===== src/rtl/fbspi_pkg.sv =====
`timescale 1ns/1ps
// Package: shared constants for the feedback-clock SPI receive capture.
// Assumes every word occupies one 16-bit slot whatever its configured length.
package fbspi_pkg;
    localparam int SLOT_BITS = 16;
    localparam int SYNC_DEPTH = 2;

    // Mode encoding is {polarity, phase}; modes 00 and 11 sample on a rising edge.
    function automatic logic samples_on_rise(input logic [1:0] mode);
        return (mode == 2'b00) || (mode == 2'b11);
    endfunction
endpackage


===== src/rtl/fbspi_sync.sv =====
`timescale 1ns/1ps
// Module: fbspi_sync
// Multi-bit flop chain that brings asynchronous pins into the system clock.
// Assumes all bits are sampled together so their relative order is kept;
// each bit resets to its own value from RST_VAL.
module fbspi_sync #(
    parameter int W = 1,
    parameter int DEPTH = 2,
    parameter logic [W-1:0] RST_VAL = '0
) (
    input  logic         clk,
    input  logic         rst_n,
    input  logic [W-1:0] d_async,
    output logic [W-1:0] q_sync
);
    logic [W-1:0] stage_q [DEPTH];

    // Shift the raw pins through DEPTH flop stages.
    always_ff @(posedge clk) begin
        if (!rst_n) begin
            for (int i = 0; i < DEPTH; i++) stage_q[i] <= RST_VAL;
        end else begin
            stage_q[0] <= d_async;
            for (int i = 1; i < DEPTH; i++) stage_q[i] <= stage_q[i-1];
        end
    end

    assign q_sync = stage_q[DEPTH-1];
endmodule


===== src/rtl/fbspi_edge.sv =====
`timescale 1ns/1ps
// Module: fbspi_edge
// Finds edges of the synchronized feedback clock and flags the ones the
// SPI mode uses for sampling. Assumes sclk_s is already synchronous.
module fbspi_edge
    import fbspi_pkg::*;
(
    input  logic       clk,
    input  logic       rst_n,
    input  logic       sclk_s,
    input  logic [1:0] mode,
    output logic       any_edge,
    output logic       samp_edge
);
    logic sclk_prev;
    logic rise, fall;

    // Keep the previous synchronized clock level for edge detection.
    always_ff @(posedge clk) begin
        if (!rst_n) sclk_prev <= 1'b0;
        else        sclk_prev <= sclk_s;
    end

    // Classify the current cycle's transition.
    always_comb begin
        rise      = sclk_s & ~sclk_prev;
        fall      = ~sclk_s & sclk_prev;
        any_edge  = rise | fall;
        samp_edge = samples_on_rise(mode) ? rise : fall;
    end
endmodule


===== src/rtl/fbspi_lane.sv =====
`timescale 1ns/1ps
// Module: fbspi_lane
// One receive lane: a capture buffer written bit by bit during a burst and
// an output register loaded from it when a burst is accepted.
// Assumes clear and wr never coincide (the parent gives clear priority).
module fbspi_lane #(
    parameter int SLOT_W = 64,
    parameter int ADDR_W = 6
) (
    input  logic              clk,
    input  logic              rst_n,
    input  logic              clear,
    input  logic              wr,
    input  logic [ADDR_W-1:0] wr_addr,
    input  logic              bit_in,
    input  logic              commit,
    output logic [SLOT_W-1:0] words
);
    logic [SLOT_W-1:0] cap_q;
    logic [SLOT_W-1:0] out_q;

    // Capture buffer: emptied at burst start, one bit written per sample.
    always_ff @(posedge clk) begin
        if (!rst_n || clear) cap_q <= '0;
        else if (wr)         cap_q[wr_addr] <= bit_in;
    end

    // Output register: loaded only for an accepted burst.
    always_ff @(posedge clk) begin
        if (!rst_n)      out_q <= '0;
        else if (commit) out_q <= cap_q;
    end

    assign words = out_q;

    // a new burst starts from an empty buffer.
    p_clear_empty_r6: assert property (@(posedge clk) disable iff (!rst_n)
        clear |=> (cap_q == '0));

    // an accepted burst shows exactly what was captured.
    p_commit_copy_r4: assert property (@(posedge clk) disable iff (!rst_n)
        commit |=> (out_q == $past(cap_q)));
endmodule


===== src/rtl/fbspi_rx_capture.sv =====
`timescale 1ns/1ps
// Module: fbspi_rx_capture
// Receive capture for an SPI controller clocked by the looped-back SPI clock.
// Synchronizes chip select, feedback clock and lanes together, samples on
// the mode's edge, counts all edges per chip-select-low window, and at the
// end of the burst accepts or rejects it by edge count.
// Assumes cfg_* are stable while chip select is low.
module fbspi_rx_capture
    import fbspi_pkg::*;
#(
    parameter int LANES = 4,
    parameter int MAX_WORDS = 4
) (
    input  logic                               clk,
    input  logic                               rst_n,
    input  logic                               cfg_enable,
    input  logic [1:0]                         cfg_mode,
    input  logic                               cfg_wide,
    input  logic                               cfg_lsb_first,
    input  logic [$clog2(MAX_WORDS+1)-1:0]     cfg_words,
    input  logic                               cs_n,
    input  logic                               fb_sclk,
    input  logic [LANES-1:0]                   miso,
    output logic                               rx_valid,
    output logic                               rx_done,
    output logic [LANES*MAX_WORDS*SLOT_BITS-1:0] rx_data
);
    localparam int SLOT_W = MAX_WORDS * SLOT_BITS;
    localparam int ADDR_W = $clog2(SLOT_W);
    localparam int IDX_W  = ADDR_W + 1;
    localparam int CNT_W  = $clog2(2 * SLOT_W) + 1;
    localparam int SW     = LANES + 2;

    logic [SW-1:0]    sync_q;
    logic             cs_s, sclk_s;
    logic [LANES-1:0] miso_s;
    logic             any_edge, samp_edge;
    logic             cs_prev, cs_fall, cs_rise;
    logic [CNT_W-1:0] edge_cnt, exp_cnt;
    logic [IDX_W-1:0] samp_idx, cap_bits, wsel, addr_full;
    logic [3:0]       bsel, pos;
    logic [ADDR_W-1:0] wr_addr;
    logic             wr, count_ok, commit;
    logic             valid_q, done_q;

    fbspi_sync #(
        .W(SW), .DEPTH(SYNC_DEPTH),
        .RST_VAL({1'b1, 1'b0, {LANES{1'b0}}})
    ) u_sync (
        .clk(clk), .rst_n(rst_n),
        .d_async({cs_n, fb_sclk, miso}),
        .q_sync(sync_q)
    );

    assign {cs_s, sclk_s, miso_s} = sync_q;

    fbspi_edge u_edge (
        .clk(clk), .rst_n(rst_n), .sclk_s(sclk_s), .mode(cfg_mode),
        .any_edge(any_edge), .samp_edge(samp_edge)
    );

    // Previous chip select level for burst start/end detection.
    always_ff @(posedge clk) begin
        if (!rst_n) cs_prev <= 1'b1;
        else        cs_prev <= cs_s;
    end

    // Burst boundaries, expected count and capture address.
    always_comb begin
        cs_fall   = ~cs_s & cs_prev;
        cs_rise   = cs_s & ~cs_prev;
        exp_cnt   = CNT_W'(cfg_words) << (cfg_wide ? 5 : 4);
        cap_bits  = IDX_W'(cfg_words) << (cfg_wide ? 4 : 3);
        wsel      = cfg_wide ? (samp_idx >> 4) : (samp_idx >> 3);
        bsel      = cfg_wide ? samp_idx[3:0] : {1'b0, samp_idx[2:0]};
        pos       = cfg_lsb_first ? bsel : ((cfg_wide ? 4'd15 : 4'd7) - bsel);
        addr_full = (wsel << 4) | IDX_W'(pos);
        wr_addr   = addr_full[ADDR_W-1:0];
        wr        = ~cs_s & samp_edge & ~cs_fall & (samp_idx < cap_bits);
        count_ok  = ~cfg_enable | (edge_cnt == exp_cnt);
        commit    = cs_rise & count_ok;
    end

    // Count both feedback edges inside a chip-select-low window, saturating.
    always_ff @(posedge clk) begin
        if (!rst_n || cs_s)                     edge_cnt <= '0;
        else if (any_edge && (edge_cnt != '1))  edge_cnt <= edge_cnt + 1'b1;
    end

    // Count sampling edges to address the next bit, saturating.
    always_ff @(posedge clk) begin
        if (!rst_n || cs_s)                     samp_idx <= '0;
        else if (samp_edge && (samp_idx != '1)) samp_idx <= samp_idx + 1'b1;
    end

    // Valid flag and end-of-burst pulse.
    always_ff @(posedge clk) begin
        if (!rst_n) begin
            valid_q <= 1'b0;
            done_q  <= 1'b0;
        end else begin
            done_q <= cs_rise;
            if (!cfg_enable)  valid_q <= 1'b1;
            else if (cs_rise) valid_q <= count_ok;
        end
    end

    genvar g;
    generate
        for (g = 0; g < LANES; g++) begin : g_lane
            fbspi_lane #(.SLOT_W(SLOT_W), .ADDR_W(ADDR_W)) u_lane (
                .clk(clk), .rst_n(rst_n),
                .clear(cs_fall), .wr(wr), .wr_addr(wr_addr),
                .bit_in(miso_s[g]), .commit(commit),
                .words(rx_data[g*SLOT_W +: SLOT_W])
            );
        end
    endgenerate

    assign rx_valid = valid_q;
    assign rx_done  = done_q;

    // end-of-burst indication lasts one cycle.
    p_done_pulse_r8: assert property (@(posedge clk) disable iff (!rst_n)
        rx_done |=> !rx_done);

    // a rejected burst leaves the data untouched.
    p_keep_data_r5: assert property (@(posedge clk) disable iff (!rst_n)
        (rx_done && !rx_valid) |-> $stable(rx_data));

    // checking disabled forces the valid flag high.
    p_disabled_valid_r7: assert property (@(posedge clk) disable iff (!rst_n)
        !cfg_enable |=> rx_valid);

    // no edge is counted while chip select is high.
    p_idle_no_count_r6: assert property (@(posedge clk) disable iff (!rst_n)
        cs_s |=> (edge_cnt == '0));

    // within a burst the edge count never goes backwards.
    p_count_monotonic_r4: assert property (@(posedge clk) disable iff (!rst_n)
        (!cs_s && !cs_prev) |-> (edge_cnt >= $past(edge_cnt)));
endmodule


===== config.mk =====
export PLATFORM = sky130hd
export DESIGN_NAME = fbspi_rx_capture
export DESIGN_NICKNAME = d
export VERILOG_FILES = /design/src/rtl/fbspi_pkg.sv /design/src/rtl/fbspi_sync.sv /design/src/rtl/fbspi_edge.sv /design/src/rtl/fbspi_lane.sv /design/src/rtl/fbspi_rx_capture.sv
export SDC_FILE = /design/constraint.sdc
export NUM_CORES = 1
export LEC_CHECK = 0
export BUFFER_PORTS_ARGS = -buffer_cell sky130_fd_sc_hd__buf_2
export CORE_ASPECT_RATIO = 0.8
export CORE_MARGIN = 5
export CORE_UTILIZATION = 40
export CTS_CLUSTER_SIZE = 20
export DETAILED_ROUTE_END_ITERATION = 6
export GPL_ROUTABILITY_DRIVEN = 0
export PLACE_DENSITY = 0.56
export SYNTH_ARGS = -nofsm -noshare
export SYNTH_HDL_FRONTEND = slang
export SYNTH_SLANG_ARGS = --single-unit

===== constraint.sdc =====
create_clock -name clk -period 4.9 [get_ports clk]
set_input_delay 1.225 -clock clk [delete_from_list [all_inputs] [get_ports clk]]
set_output_delay 1.225 -clock clk [all_outputs]
set_load 0.005 [all_outputs]

==> results.md <==
- After clock tree synthesis, the setup repair step added 0 buffers.
- Each instance of the synthesized netlist takes up on average 9.50 µm².
- Summing the areas of all xor and xnor instances in the mapped netlist gives less than 1% of the synthesized area.
- For this block, wires on met1 add up to 27.1 mm.
- After detailed routing, the total wire length is 56.1 mm.
- The synthesized area is about 21000 µm².
- The hold buffer count at CTS is 0.
- Measured along the y axis, the die boundary spans 215 µm.
- During synthesis, Yosys emitted a total of 0 warnings.
- Of the cells placed in the final design, the portion with a size suffix greater than 1 is between 15 and 20%.
- The routed wire length per instance is 17.8 µm.
- The net count of the finished layout is 2438.
- The reg2reg setup slack is 1.76 ns.
- The number of port buffers is 273.
- The post-route antenna net violation count is 0.
- The synthesized netlist devotes ~18% of its cell area to simple gates.
- The worst clock skew is ~0.023 ns.
- The post-cts resize count is 0.
- In this run the critical register-to-register path is launched from samp_idx[6].
- The count of clock tree sinks is 543.
- Across all layers, the routed design uses ~15000 vias.
- The adder-cell share of the synthesized area is 0.656%.
- The initial utilization of the core area, before any placement, comes to 40.2%.
- Once detailed placement completed, the half-perimeter wirelength came to 35.3 mm.
- Counting every instance in the synthesized netlist gives 2207.
- The floorplan row count is 75.
- The launch point of the worst path is cfg_wide.
- VDD sags by at most 0.000238 V.
- Data on the critical path is required at its endpoint by 5.41 ns.
- The highest layer touched by signal routing is met4.
- Setup repair after global routing left no endpoint under its margin.
- In this run the number of H-tree levels came out at 2.
- Counting cells, the worst reg-to-reg path comes to 6.
- For this run, the register share of the synthesized area comes to ~52%.
- Along the worst path, the maximum fanout reaches 12.
- The die is 266 µm wide.
- The die footprint is 57100 µm².
- The endpoint of the worst register-to-register path is g_lane[2].u_lane.cap_q[62].
- In this run, synthesis produced a sequential element count of 543.
- The number of slew-limit violations in the final report is 0.
- The wire length of the first global-routing pass is between 80 and 90 mm.
- The number of remaining DRC errors is 0.
- The number of distinct library cells after synthesis is between 40 and 50.
- Based on the critical path, the design can be clocked at up to 0.271 GHz.
- The insertion delay to the later sink of the worst-skew pair is 0.60 ns.
- For this run the aggregate overflow at the end of global routing stands at 0.
- The leakage power is 10.8 nW.
- The number of global-route vias before repair came to 15509.
- The tree is rooted in a clkbuf_16.
- The region available for standard cell placement spans 52200 µm².
- The most critical setup path has its endpoint at g_lane[2].u_lane.cap_q[62].
- 274 I/O pins were placed.
- Of all flip-flops after synthesis, the portion carrying an async set or reset was 0%.
- For the pin with the worst max-slew slack, the measured transition is 1.42 ns.
- The worst min-delay path category is reg2reg.
- Setup total negative slack on the finished layout was measured at 0 ns.
- The number of diodes is 0.
- After clock tree synthesis, the clock-pin slew on the worst setup and hold paths is around 0.060 ns.
- For this block, the initial DRC count from the detailed router was ~980.
- After layout, the worst path uses roughly three quarters of the clock period.
- Global routing used 18.9% of the available tracks.
- The synthesized design contains 0 enable-type register cells.
- The length of the first detailed-routing pass in iterations is 4.
- The flow ran to the end, and the final reports show no timing, DRC or antenna violations.
- After detailed routing, the met3 layer carries approximately 2.3 mm of wire.
- The critical setup path kind is in2reg.
- Setup violations remaining at the end of the flow were counted as 0.
- Entering global routing, the biggest net connects 200 pins.
- The synthesis-to-layout area growth is 18.4%.
- The post-route core utilization is 47.6%.
- The share of synthesized area spent on multiplexers is 24.6%.
- The number of antenna violations at the first check in global routing came to 0.
- The number of max-cap violations is 0.
- TritonCTS created 54 clock buffers.
- The critical path capture point type is a register.
- The total power divided by cell area is 364 nW/µm².
- After synthesis, the largest family of logic cells by area is multiplexers.
- The kind of launch point of the worst setup path is a primary input.
- The critical path arrival is 4.21 ns.
- The synthesized netlist devotes 1.18% of its cell area to compound gates.
- TritonCTS built the clock tree.
- The number of buffers between clock root and the deepest sink is 3.
- The via-per-instance ratio is 4.88.
- The clock period could shrink to 3.70 ns.
- Wire segments on met2 add up to 25.8 mm in the final route.
- The dominant register cell in the synthesized netlist is dfxtp_1.
- The worst pin sits at a relative slew slack of a little under 5%.
- The final-report hold violation count came to 0.
## area by class of cell
class	instances	area, µm²
clock buffers	85	1620
clock inverters	17	272
fillers	4959	27300
inverters	11	41.3
multi-input cells	1502	9510
flip-flops and latches	543	10900
well taps	693	867
repair buffers	299	1660
## registers in the layout, summed over array words and instances, names as in the netlist
register / count
u_edge.sclk_prev: 1
g_lane.u_lane.words: 256
edge_cnt: 8
u_sync.stage_q: 12
samp_idx: 7
rx_valid: 1
cs_prev: 1
rx_done: 1
g_lane.u_lane.cap_q: 256
## metrics by stage
stage	cell area (µm²)	std cells	hold WS, ns	worst slack (ns)	power (mW)
floorplan	21000	2208	0.386	1.40	4.69
global placement	22900	3048	0.404	0.656	4.76
detailed placement	22900	3048	0.406	0.563	4.77
CTS	24800	3150	0.420	1.23	9.15
global route	24800	3150	0.449	1.02	9.34
finish	24800	3150	0.417	1.20	9.04
## logic make-up (layout without fill, tap and decap cells)
group | after synthesis | after routing
AND/OR/NAND/NOR | 921 | 921
flip-flops | 543 | 543
multiplexers | 516 | 516
buffers and inverters | 163 | 412
AO/OA/AOI/OAI | 33 | 33
XOR/XNOR | 19 | 19
adder cells (fa/ha/maj) | 11 | 11
other | 1 | 2
## critical path: stages
cell and delay, ns:
buf_2 0.20, nand2_1 0.13, ha_1 0.34, a2111oi_2 0.40
o21ai_2 0.32, nor4_4 0.89, and2_0 0.45, mux2i_1 0.24
## routing by layer
layer  GRT usage (%)  vias up
met3            3.01       66
met5               0        -
met2            30.5      286
met4            4.37        0
li1                -     7621
met1            26.8     7412
## cell usage after synthesis, types with 2 or more instances
master     instances  area (µm²)
nor3b_1            2        15.0
and3_1             4        25.0
o22ai_1            2        12.5
xor2_1             7        61.3
clkbuf_1         120         450
o21ai_0            7        35.0
buf_2             30         150
nand3_1            3        15.0
mux2i_1          516        5160
dfxtp_1          543       10900
nor2_1            23        86.3
nor3_1             3        15.0
a2111oi_0          3        26.3
ha_1              11         138
inv_1             11        41.3
xnor2_1           12         105
and4_1             3        26.3
a21boi_0           2        15.0
nand2_1          845        3170
and3b_1            2        17.5
a211oi_1           2        15.0
o21a_1             2        15.0
nand4_1            2        12.5
and2_1            10        62.6
nor4_4             7         149
nand2b_1           8        50.1
or3_1              2        12.5
a21oi_1            7        35.0
## worst min path at each step
| stage | from | to | cells past startpoint |
|---|---|---|---|
| after detailed placement | u_sync.stage_q[0][5] | u_sync.stage_q[0][11] | 1 |
| after global placement | u_sync.stage_q[0][5] | u_sync.stage_q[0][11] | 1 |
| after floorplan | u_sync.stage_q[0][5] | u_sync.stage_q[0][11] | 1 |
| final | u_sync.stage_q[0][5] | u_sync.stage_q[0][11] | 1 |
| after global routing | u_sync.stage_q[0][5] | u_sync.stage_q[0][11] | 1 |
| after CTS | u_sync.stage_q[0][5] | u_sync.stage_q[0][11] | 1 |
## cell usage in the layout, fill, tap and decap left out, types with 3 or more instances in the layout
cell type | Yosys | routed
nand2_4 | 0 | 4
nor3_1 | 3 | 3
dfxtp_1 | 543 | 543
ha_1 | 11 | 11
a21oi_1 | 7 | 6
inv_1 | 11 | 11
o21ai_0 | 7 | 7
nor4_4 | 7 | 7
clkinv_2 | 0 | 4
and2_1 | 10 | 10
xnor2_1 | 12 | 12
buf_4 | 1 | 19
clkbuf_16 | 0 | 55
nor2_1 | 23 | 23
buf_12 | 0 | 7
clkbuf_8 | 0 | 13
xor2_1 | 7 | 7
buf_2 | 30 | 272
and3_1 | 4 | 4
a2111oi_0 | 3 | 3
and4_1 | 3 | 3
nand2_1 | 845 | 841
bufinv_16 | 0 | 6
mux2i_1 | 516 | 515
clkbuf_1 | 120 | 17
clkinvlp_4 | 0 | 4
nand2b_1 | 8 | 8
nand3_1 | 3 | 3
## where the power goes
| part | switching (mW) | total, mW | internal (mW) |
|---|---|---|---|
| Combinational | 0.190 | 0.243 | 0.0524 |
| Sequential | 0.00296 | 4.42 | 4.42 |
| Clock | 1.78 | 4.37 | 2.59 |
| Total | 1.97 | 9.04 | 7.06 |
Note: power is estimated with default switching activity, not from simulation.
